--- config.mk ---
export PLATFORM = sky130hd
export DESIGN_NAME = pd_sleep_ctrl
export DESIGN_NICKNAME = d
export VERILOG_FILES = /design/src/rtl/pd_sleep_pkg.sv /design/src/rtl/pd_tick_gen.sv /design/src/rtl/pd_hold_qual.sv /design/src/rtl/pd_cadence.sv /design/src/rtl/pd_sleep_ctrl.sv
export SDC_FILE = /design/constraint.sdc
export NUM_CORES = 1
export LEC_CHECK = 0
export ABC_AREA = 1
export CORE_MARGIN = 2
export CORE_UTILIZATION = 64
export DETAILED_ROUTE_END_ITERATION = 6
export PLACE_DENSITY = 0.84
export SYNTH_ARGS = -nofsm -noshare
export SYNTH_HDL_FRONTEND = slang
export SYNTH_SLANG_ARGS = --single-unit
--- constraint.sdc ---
create_clock -name clk_i -period 2.8 [get_ports clk_i]
set_input_delay 0.42 -clock clk_i [delete_from_list [all_inputs] [get_ports clk_i]]
set_output_delay 0.42 -clock clk_i [all_outputs]
set_load 0.01 [all_outputs]
--- src/rtl/pd_sleep_pkg.sv ---
package pd_sleep_pkg;
  typedef enum logic [1:0] {
    ST_AWAKE = 2'd0,
    ST_SLEEP = 2'd1,
    ST_ULP   = 2'd2
  } pwr_state_e;
endpackage

--- src/rtl/pd_tick_gen.sv ---
module pd_tick_gen #(
  parameter int unsigned DIV = 200000
) (
  input  logic clk_i,
  input  logic rst_ni,
  input  logic clr_i,
  output logic tick_o
);
  localparam int unsigned W = (DIV > 1) ? $clog2(DIV) : 1;
  localparam logic [W-1:0] LAST = W'(DIV - 1);

  logic [W-1:0] cnt_q;

  assign tick_o = (cnt_q == LAST);

  always_ff @(posedge clk_i or negedge rst_ni) begin
    if (!rst_ni)      cnt_q <= '0;
    else if (clr_i)   cnt_q <= '0;
    else if (tick_o)  cnt_q <= '0;
    else              cnt_q <= cnt_q + 1'b1;
  end
endmodule

--- src/rtl/pd_hold_qual.sv ---
module pd_hold_qual #(
  parameter int unsigned HOLD_TICKS = 6000
) (
  input  logic clk_i,
  input  logic rst_ni,
  input  logic en_i,
  input  logic fall_i,
  input  logic low_i,
  input  logic tick_i,
  output logic req_o
);
  localparam int unsigned W = $clog2(HOLD_TICKS + 1);
  localparam logic [W-1:0] LAST = W'(HOLD_TICKS - 1);

  logic         armed_q;
  logic [W-1:0] cnt_q;

  assign req_o = en_i & armed_q & low_i & tick_i & (cnt_q == LAST);

  always_ff @(posedge clk_i or negedge rst_ni) begin
    if (!rst_ni) begin
      armed_q <= 1'b0;
      cnt_q   <= '0;
    end else if (!en_i) begin
      armed_q <= 1'b0;
      cnt_q   <= '0;
    end else if (fall_i) begin
      armed_q <= 1'b1;
      cnt_q   <= '0;
    end else if (!low_i) begin
      armed_q <= 1'b0;
    end else if (armed_q && tick_i) begin
      cnt_q <= cnt_q + 1'b1;
    end
  end
endmodule

--- src/rtl/pd_cadence.sv ---
module pd_cadence #(
  parameter int unsigned ON_TICKS     = 1,
  parameter int unsigned PERIOD_TICKS = 4
) (
  input  logic clk_i,
  input  logic rst_ni,
  input  logic clr_i,
  input  logic tick_i,
  output logic on_o
);
  localparam int unsigned W = (PERIOD_TICKS > 1) ? $clog2(PERIOD_TICKS) : 1;
  localparam logic [W-1:0] LAST = W'(PERIOD_TICKS - 1);
  localparam logic [W:0]   ON_W = (W+1)'(ON_TICKS);

  logic [W-1:0] phase_q;

  assign on_o = ({1'b0, phase_q} < ON_W);

  always_ff @(posedge clk_i or negedge rst_ni) begin
    if (!rst_ni)      phase_q <= '0;
    else if (clr_i)   phase_q <= '0;
    else if (tick_i)  phase_q <= (phase_q == LAST) ? '0 : phase_q + 1'b1;
  end
endmodule

--- src/rtl/pd_sleep_ctrl.sv ---
module pd_sleep_ctrl
  import pd_sleep_pkg::*;
#(
  parameter bit          QUALIFIED            = 1'b0,
  parameter int unsigned TICK_DIV             = 200000,
  parameter int unsigned HOLD_TICKS           = 6000,
  parameter int unsigned LED_ON_TICKS         = 1,
  parameter int unsigned LED_PERIOD_TICKS     = 4,
  parameter int unsigned KA_ULP_ON_TICKS      = 84,
  parameter int unsigned KA_ULP_OFF_TICKS     = 228,
  parameter int unsigned KA_NORM_ON_TICKS     = 3,
  parameter int unsigned KA_NORM_PERIOD_TICKS = 4
) (
  input  logic clk_i,
  input  logic rst_ni,
  input  logic sleep_i,
  input  logic wake_i,
  input  logic ulp_sel_ni,
  output logic sleep_o,
  output logic ulp_o,
  output logic led_o,
  output logic keepalive_o
);
  localparam int unsigned KA_ULP_PERIOD = KA_ULP_ON_TICKS + KA_ULP_OFF_TICKS;

  pwr_state_e state_q;
  logic sleep_q, wake_q;
  logic sleep_fall, wake_fall, awake;
  logic enter_req, enter, presc_clr, tick;
  logic led_on, ka_ulp_on, ka_norm_on;

  // inputs idle high; reset to 1 so no false edge at release
  always_ff @(posedge clk_i or negedge rst_ni) begin
    if (!rst_ni) begin
      sleep_q <= 1'b1;
      wake_q  <= 1'b1;
    end else begin
      sleep_q <= sleep_i;
      wake_q  <= wake_i;
    end
  end

  assign sleep_fall = sleep_q & ~sleep_i;
  assign wake_fall  = wake_q & ~wake_i;
  assign awake      = (state_q == ST_AWAKE);
  assign enter      = awake & enter_req & ~wake_fall;
  assign presc_clr  = enter | (awake & sleep_fall);

  pd_tick_gen #(.DIV(TICK_DIV)) i_tick (
    .clk_i (clk_i),
    .rst_ni(rst_ni),
    .clr_i (presc_clr),
    .tick_o(tick)
  );

  generate
    if (QUALIFIED) begin : g_qual
      pd_hold_qual #(.HOLD_TICKS(HOLD_TICKS)) i_hold (
        .clk_i (clk_i),
        .rst_ni(rst_ni),
        .en_i  (awake),
        .fall_i(sleep_fall),
        .low_i (~sleep_i),
        .tick_i(tick),
        .req_o (enter_req)
      );
    end else begin : g_edge
      assign enter_req = sleep_fall;
    end
  endgenerate

  always_ff @(posedge clk_i or negedge rst_ni) begin
    if (!rst_ni) begin
      state_q <= ST_AWAKE;
    end else if (enter) begin
      state_q <= ulp_sel_ni ? ST_SLEEP : ST_ULP;
    end else if (!awake && wake_fall) begin
      state_q <= ST_AWAKE;
    end
  end

  pd_cadence #(.ON_TICKS(LED_ON_TICKS), .PERIOD_TICKS(LED_PERIOD_TICKS)) i_led_cad (
    .clk_i (clk_i),
    .rst_ni(rst_ni),
    .clr_i (enter),
    .tick_i(tick),
    .on_o  (led_on)
  );

  pd_cadence #(.ON_TICKS(KA_ULP_ON_TICKS), .PERIOD_TICKS(KA_ULP_PERIOD)) i_ka_ulp_cad (
    .clk_i (clk_i),
    .rst_ni(rst_ni),
    .clr_i (enter),
    .tick_i(tick),
    .on_o  (ka_ulp_on)
  );

  pd_cadence #(.ON_TICKS(KA_NORM_ON_TICKS), .PERIOD_TICKS(KA_NORM_PERIOD_TICKS)) i_ka_norm_cad (
    .clk_i (clk_i),
    .rst_ni(rst_ni),
    .clr_i (enter),
    .tick_i(tick),
    .on_o  (ka_norm_on)
  );

  assign sleep_o     = ~awake;
  assign ulp_o       = (state_q == ST_ULP);
  assign led_o       = ~awake & led_on;
  assign keepalive_o = ~awake & ((state_q == ST_ULP) ? ka_ulp_on : ka_norm_on);
endmodule

==> impl_metrics.toml, run 1 <==
[status]
outcome = "complete, no violations"

[finish]
final_common_cell = "nand2_1"
fillCellCount = 237
seqCellArea_um2 = 878
final_core_util_pct = 72.6
diodes = 0
final_nets = 274
stdcell_count = 298
multiInputGateArea_um2 = 965
layout_common_cells = "nand2_1 (62), nor2_1 (51), dfrtp_1 (33)"
area_growth_pct = 9.83
drive_gt1_share_pct = 8.68

[timing]
timing.setup.tns_ns = 0
finalCriticalPeriod_ns = 2.18
relSlewSlack_pct = 68.5
setup_viol = 0
rsz0062_at_grt = "no"
hold_violations = 0
tightestPinTransition_ns = 0.473
post-route-period-util_pct = 77.8
finClkSkew_ns = 0.00992
fmax_mhz = 459
slew_violations = 0

[placement]
port_buffers = 8
dpl.cell_count = 290
hpwl_um = 2550
gp_congestion = 0.878

[die]
io_pins = 9
die_area_um2 = 3560
die_x_um = 59.7
core.rowCount = 20
start_util_pct = 66.1
core_um2 = 3000
die_height_um = 59.7

[grt]
antenna_found_initial = 0
grt_pass1_vias = 1435
gr-total-overflow = 0
grt_max_degree = 36
grt_use_total_pct = 23.4
grt_pass1_wl_um = 6120

[route]
drt_pass1_iterations = 4
route.vias.total = 1566
wl_met3_um = 124
drtIter0Drc = 62
met2_length_um = 1550
drt-vias-per-instance = 5.26
wl_per_cell_um = 11.8
wl_um = 3510
ant_nets = 0
top_layer = "met4"
m1WireLength_um = 1770
drc_errors = 0

[setup_path]
critPathSlowestCell = "clkdlybuf4s50_1"
crit_arrival_ns = 1.76
end_kind = "output port"
slowest_delay_ns = 0.57
worstSetupPathType = "reg2out"
required_ns = 2.38
critPathTopFamily = "buffers and inverters"
start_kind = "flip-flop"
crit_fanout = 6
path_buf_inv = 1
cp_cell_sequence = "o211ai_1, nand4_1, o21ai_0, clkdlybuf4s50_1"

[synth]
yosysUniqueCellTypes = 28
async_flop_share_pct = 100
synth_seq_cells = 35
yosys.area.top_type = "dfrtp_1"
ys_top_cells_by_area = "dfrtp_1 (42%), nand2_1 (12%), nor2_1 (9.6%)"
yosys_warnings = 0
ys_seq_area_share_pct = 44.2
synth_flop_cell = "dfrtp_1"
synth_top_area_share_pct = 41.6
syn_avg_cell_area_um2 = 7.88
synth_edf_count = 0
synthCells = 252
syn_area_um2 = 1990
syn_nets = 262

[cts]
cts_tree = "built"
worstSkewPairLatency_ns = 0.35
cts.sinks = 35
clkTransAtPathRegs_ns = 0.11
holdBufCountCts = 0
cts.htree.levels = 2
clock_path_buffers = 2
cts_setup_buffers = 0
cts_root_buf = "clkbuf_4"
cts_buffers = 5
cts_resized = 0

[pwr]
p_leak_nw = 1.08
p_per_area_nw_per_um2 = 569
finalPower_w = 0.00124
ir_worst_vdd_mv = 0.454

[hold_path]
hp-class = "in2async"

[run]
cap_violations = 0
## worst reg2reg max path, delay by kind of cell (launching register included)
family,cells,cell delay [ns]
simple gates,5,1.09
flops,1,0.41
fa+ha+maj,1,0.22
## cells in the mapped netlist, drive strengths merged (2+ instances only)
cell type and instances:
xnor2 6, dfstp 2, ha 5, nand4 6
nand2 65, dfrtp 33, xor2 10, a21oi 3
nand3 24, nor3 2, o21bai 2, nor2 55
buf 4, inv 27, o21ai 4
## cell type report
| type | instances | area share (%) |
|---|---|---|
| Clock buffer | 5 | 1.72 |
| Clock inverter | 3 | 3.10 |
| Inverter | 27 | 4.76 |
| Multi-Input combinational cell | 186 | 44.2 |
| Sequential cell | 35 | 40.3 |
| Tap cell | 33 | 1.89 |
| Timing Repair Buffer | 9 | 4.02 |
## through the flow
stage / cell area [um^2] / hold slack, ns / setup WS [ns]
after floorplan: 1990 / 0.124 / 1.48
after global placement: 2080 / 0.475 / 0.815
after detailed placement: 2080 / 0.476 / 0.778
after CTS: 2180 / 0.469 / 0.593
after global routing: 2180 / 0.483 / 0.523
final: 2180 / 0.456 / 0.622
## logic make-up (layout without fill, tap and decap cells)
kind of cell,count (synthesis),in the layout,share of synthesized area (%)
AOI/OAI and AO/OA,11,11,3.53
and+or+nand+nor,154,154,34.8
adders and majority gates,5,5,3.15
buffers and inverters,31,44,7.18
DFF,35,35,44.2
xor gates and xnor gates,16,16,7.06
## flip-flops by register name, indices dropped and copies added, names as in the netlist
signal	flops
i_tick.cnt_q	18
i_ka_ulp_cad.phase_q	9
i_ka_norm_cad.phase_q	2
i_led_cad.phase_q	2
state_q	2
sleep_q	1
wake_q	1
## report_power, final
part / switching (W) / internal (W) / leakage (nW) / total, W
Combinational: 0.000100 / 0.0000857 / 0.560 / 0.000186
Sequential: 0.0000447 / 0.000551 / 0.472 / 0.000595
Clock: 0.000183 / 0.000277 / 0.0514 / 0.000460
Total: 0.000328 / 0.000914 / 1.08 / 0.00124
## layer usage
| layer | global-route usage [%] | vias to the layer above |
|---|---|---|
| met5 | 0 | - |
| met4 | 10.5 | 0 |
| met3 | 4.76 | 11 |
| met2 | 34.8 | 29 |
| met1 | 33.0 | 712 |
| li1 | - | 814 |
## final timing paths
| path | start | end | slack, ns | depth (start not counted) |
|---|---|---|---|---|
| setup / recovery | i_ka_ulp_cad.phase_q[3] | keepalive_o | 0.62 | 4 |
| hold / removal | rst_ni | i_tick.cnt_q[7] | 0.46 | 2 |
| setup reg to reg | i_tick.cnt_q[0] | i_tick.cnt_q[12] | 0.98 | 6 |
| hold reg to reg | i_tick.cnt_q[0] | i_tick.cnt_q[0] | 0.49 | 1 |
| max in group asynchronous | rst_ni | sleep_q | 2.00 | 2 |
| min in group clk_i | sleep_i | sleep_q | 0.49 | 1 |
Power figures use the tool's default switching activity.
==> inputs of run 2 (changes only) <==
- CORE_UTILIZATION: 64 -> 54
- PLACE_DENSITY: 0.84 -> 0.75
- clock period: 2.8 -> 1.8 ns (I/O delays scaled with it)
==> run 2 against run 1 <==
Against the previous run:
- sequential share of layout area is 0.95 points lower
- final area is 2.4% higher
- utilization is 11 points lower
- setup slack worse by 0.49 ns
- cell count is 7.0% higher
- global-route usage is 2.7 points lower
- first-iteration DRC count is 52% higher
- critical endpoint is now sleep_o
- largest power group unchanged
- sequential power is 56% higher
==> impl_metrics.toml, run 2 (synthesis results as in run 1) <==
[status]
outcome = "complete, no violations"

[setup_path]
rr_worst_depth = 7
path_buf_inv = 2
r2r_start = "i_tick.cnt_q[0]"
start_kind = "flip-flop"
crit_fanout = 3
worstSetupPathType = "reg2out"
r2r_slack_ns = 0.26
critPathTopFamily = "buffers and inverters"
cp_cell_sequence = "nor2_4, inv_1, clkdlybuf4s50_1"
slowest_delay_ns = 0.47
end_kind = "output port"
critPathSlowestCell = "clkdlybuf4s50_1"
required_ns = 1.53
crit_arrival_ns = 1.40
reg2reg_to = "i_tick.cnt_q[12]"

[pwr]
internal_power_w = 0.00126
pwr-share-clk_pct = 30.7
p_per_area_nw_per_um2 = 791
ir_worst_vdd_mv = 0.600
power_frac_comb_pct = 16.7
p_sw_w = 0.000505
power.share.sequential_pct = 52.7
p_sw_share_pct = 28.6
p_leak_nw = 1.13

[die]
core_um2 = 3610
core.rowCount = 22
die_x_um = 64.6
die_height_um = 64.6
start_util_pct = 55.1
io_pins = 9
die_area_um2 = 4180

[placement]
hpwl_um = 2830
gp_congestion = 0.870
pre_cts_ws_ns = 0.180
place_area_um2 = 2150
port_buffers = 8

[cts]
worstSkewPairLatency_ns = 0.29
cts.sinks = 35
cts_root_buf = "clkbuf_8"
cts_buffers = 5
clock_path_buffers = 2
clkTransAtPathRegs_ns = 0.07
cts_setup_buffers = 0
cts_tree = "built"
cts.htree.levels = 2
holdBufCountCts = 0

[route]
drtIter0Drc = 94
ant_nets = 0
drt_pass1_iterations = 4
route.vias.total = 1595
drc_errors = 0
wl_per_cell_um = 11.6
wl_um = 3700
drt-vias-per-instance = 5.00

[finish]
final_nets = 280
regMostFlops = "i_tick.cnt_q"
drive_gt1_share_pct = 9.96
top_regs = "i_tick.cnt_q x18, i_ka_ulp_cad.phase_q x9"
largest_reg_flops = 18
seqCellArea_um2 = 878
area_growth_pct = 12.5
fillCellCount = 325
stdcell_area_um2 = 2230
diodes = 0
final_common_cell = "nand2_1"
multiInputGateArea_um2 = 965
layout_common_cells = "nand2_1 (62), nor2_1 (51), dfrtp_1 (33)"

[hold_path]
hp-class = "in2async"

[timing]
post-route-period-util_pct = 92.6
timing.setup.tns_ns = 0
fmax_mhz = 600
worst_slack_ns = 0.133
rsz0062_at_grt = "no"
finClkSkew_ns = 0.00302
hold_violations = 0
timing.hold.ws_ns = 0.279
slew_violations = 0
finalCriticalPeriod_ns = 1.67
setup_viol = 0
tightestPinTransition_ns = 0.417
relSlewSlack_pct = 72.1

[grt]
grt_use_total_pct = 20.6
gr-total-overflow = 0
grt_max_degree = 21
grt_pass1_vias = 1525
antenna_found_initial = 0
grt_pass1_wl_um = 6610

[run]
cap_violations = 0
-- run 2: cell count changes in the layout (fill, tap and decap cells not counted), sizes merged --
| cell | change |
|---|---|
| clkinvlp | -1 |
| buf | +6 |
| clkinv | +1 |
| dlygate4sd2 | +2 |
| dlymetal6s2s | +1 |
| clkbuf | +2 |
| clkdlybuf4s50 | -3 |
| bufinv | -2 |
-- run 2: worst max-delay path by stage --
stage / from / to / cells past startpoint
after floorplan: i_tick.cnt_q[0] / i_ka_ulp_cad.phase_q[1] / 7
after global placement: i_ka_norm_cad.phase_q[0] / keepalive_o / 3
after detailed placement: sleep_i / i_ka_ulp_cad.phase_q[0] / 9
after global routing: i_ka_ulp_cad.phase_q[2] / keepalive_o / 4
after CTS: state_q[1] / ulp_o / 3
final: state_q[1] / sleep_o / 3
-- run 2: stage by stage --
| stage | util (%) | power (W) | instances |
|---|---|---|---|
| after floorplan | - | 0.00113 | 252 |
| after global placement | 59.7 | 0.00124 | 311 |
| after detailed placement | 59.7 | 0.00125 | 311 |
| after CTS | 61.9 | 0.00179 | 319 |
| after global routing | 61.9 | 0.00186 | 319 |
| final | 61.9 | 0.00177 | 319 |
-- run 2: cell type report --
class	instances	area share (%)
Sequential cell	35	39.3
Multi-Input combinational cell	186	43.2
Tap cell	48	2.69
Timing Repair Buffer	15	6.50
Inverter	27	4.65
Clock inverter	1	0.224
Clock buffer	7	3.42
-- run 2: power by group through the flow --
| stage | clock network, W | logic [W] | registers, W |
|---|---|---|---|
| CTS | 0.000559 | 0.000299 | 0.000929 |
| finish | 0.000542 | 0.000295 | 0.000930 |
| global placement | 0 | 0.000298 | 0.000941 |
| global route | 0.000595 | 0.000331 | 0.000939 |
| detailed placement | 0 | 0.000305 | 0.000944 |
| floorplan | 0 | 0.000204 | 0.000930 |
-- run 2: routing by layer --
layer | GRT usage (%) | vias up | wire, um
met3 | 3.82 | 6 | 119
met5 | 0 | - | 0
met1 | 27.9 | 738 | 1830
met2 | 31.9 | 26 | 1670
met4 | 10.4 | 0 | 76
li1 | - | 825 | -
-- run 2: timing repair --
| item | 4_1_cts | 5_1_grt |
|---|---|---|
| setup endpoints to repair | 2 | 1 |
| gates cloned | 0 | 0 |
| gates resized for setup | 2 | 1 |
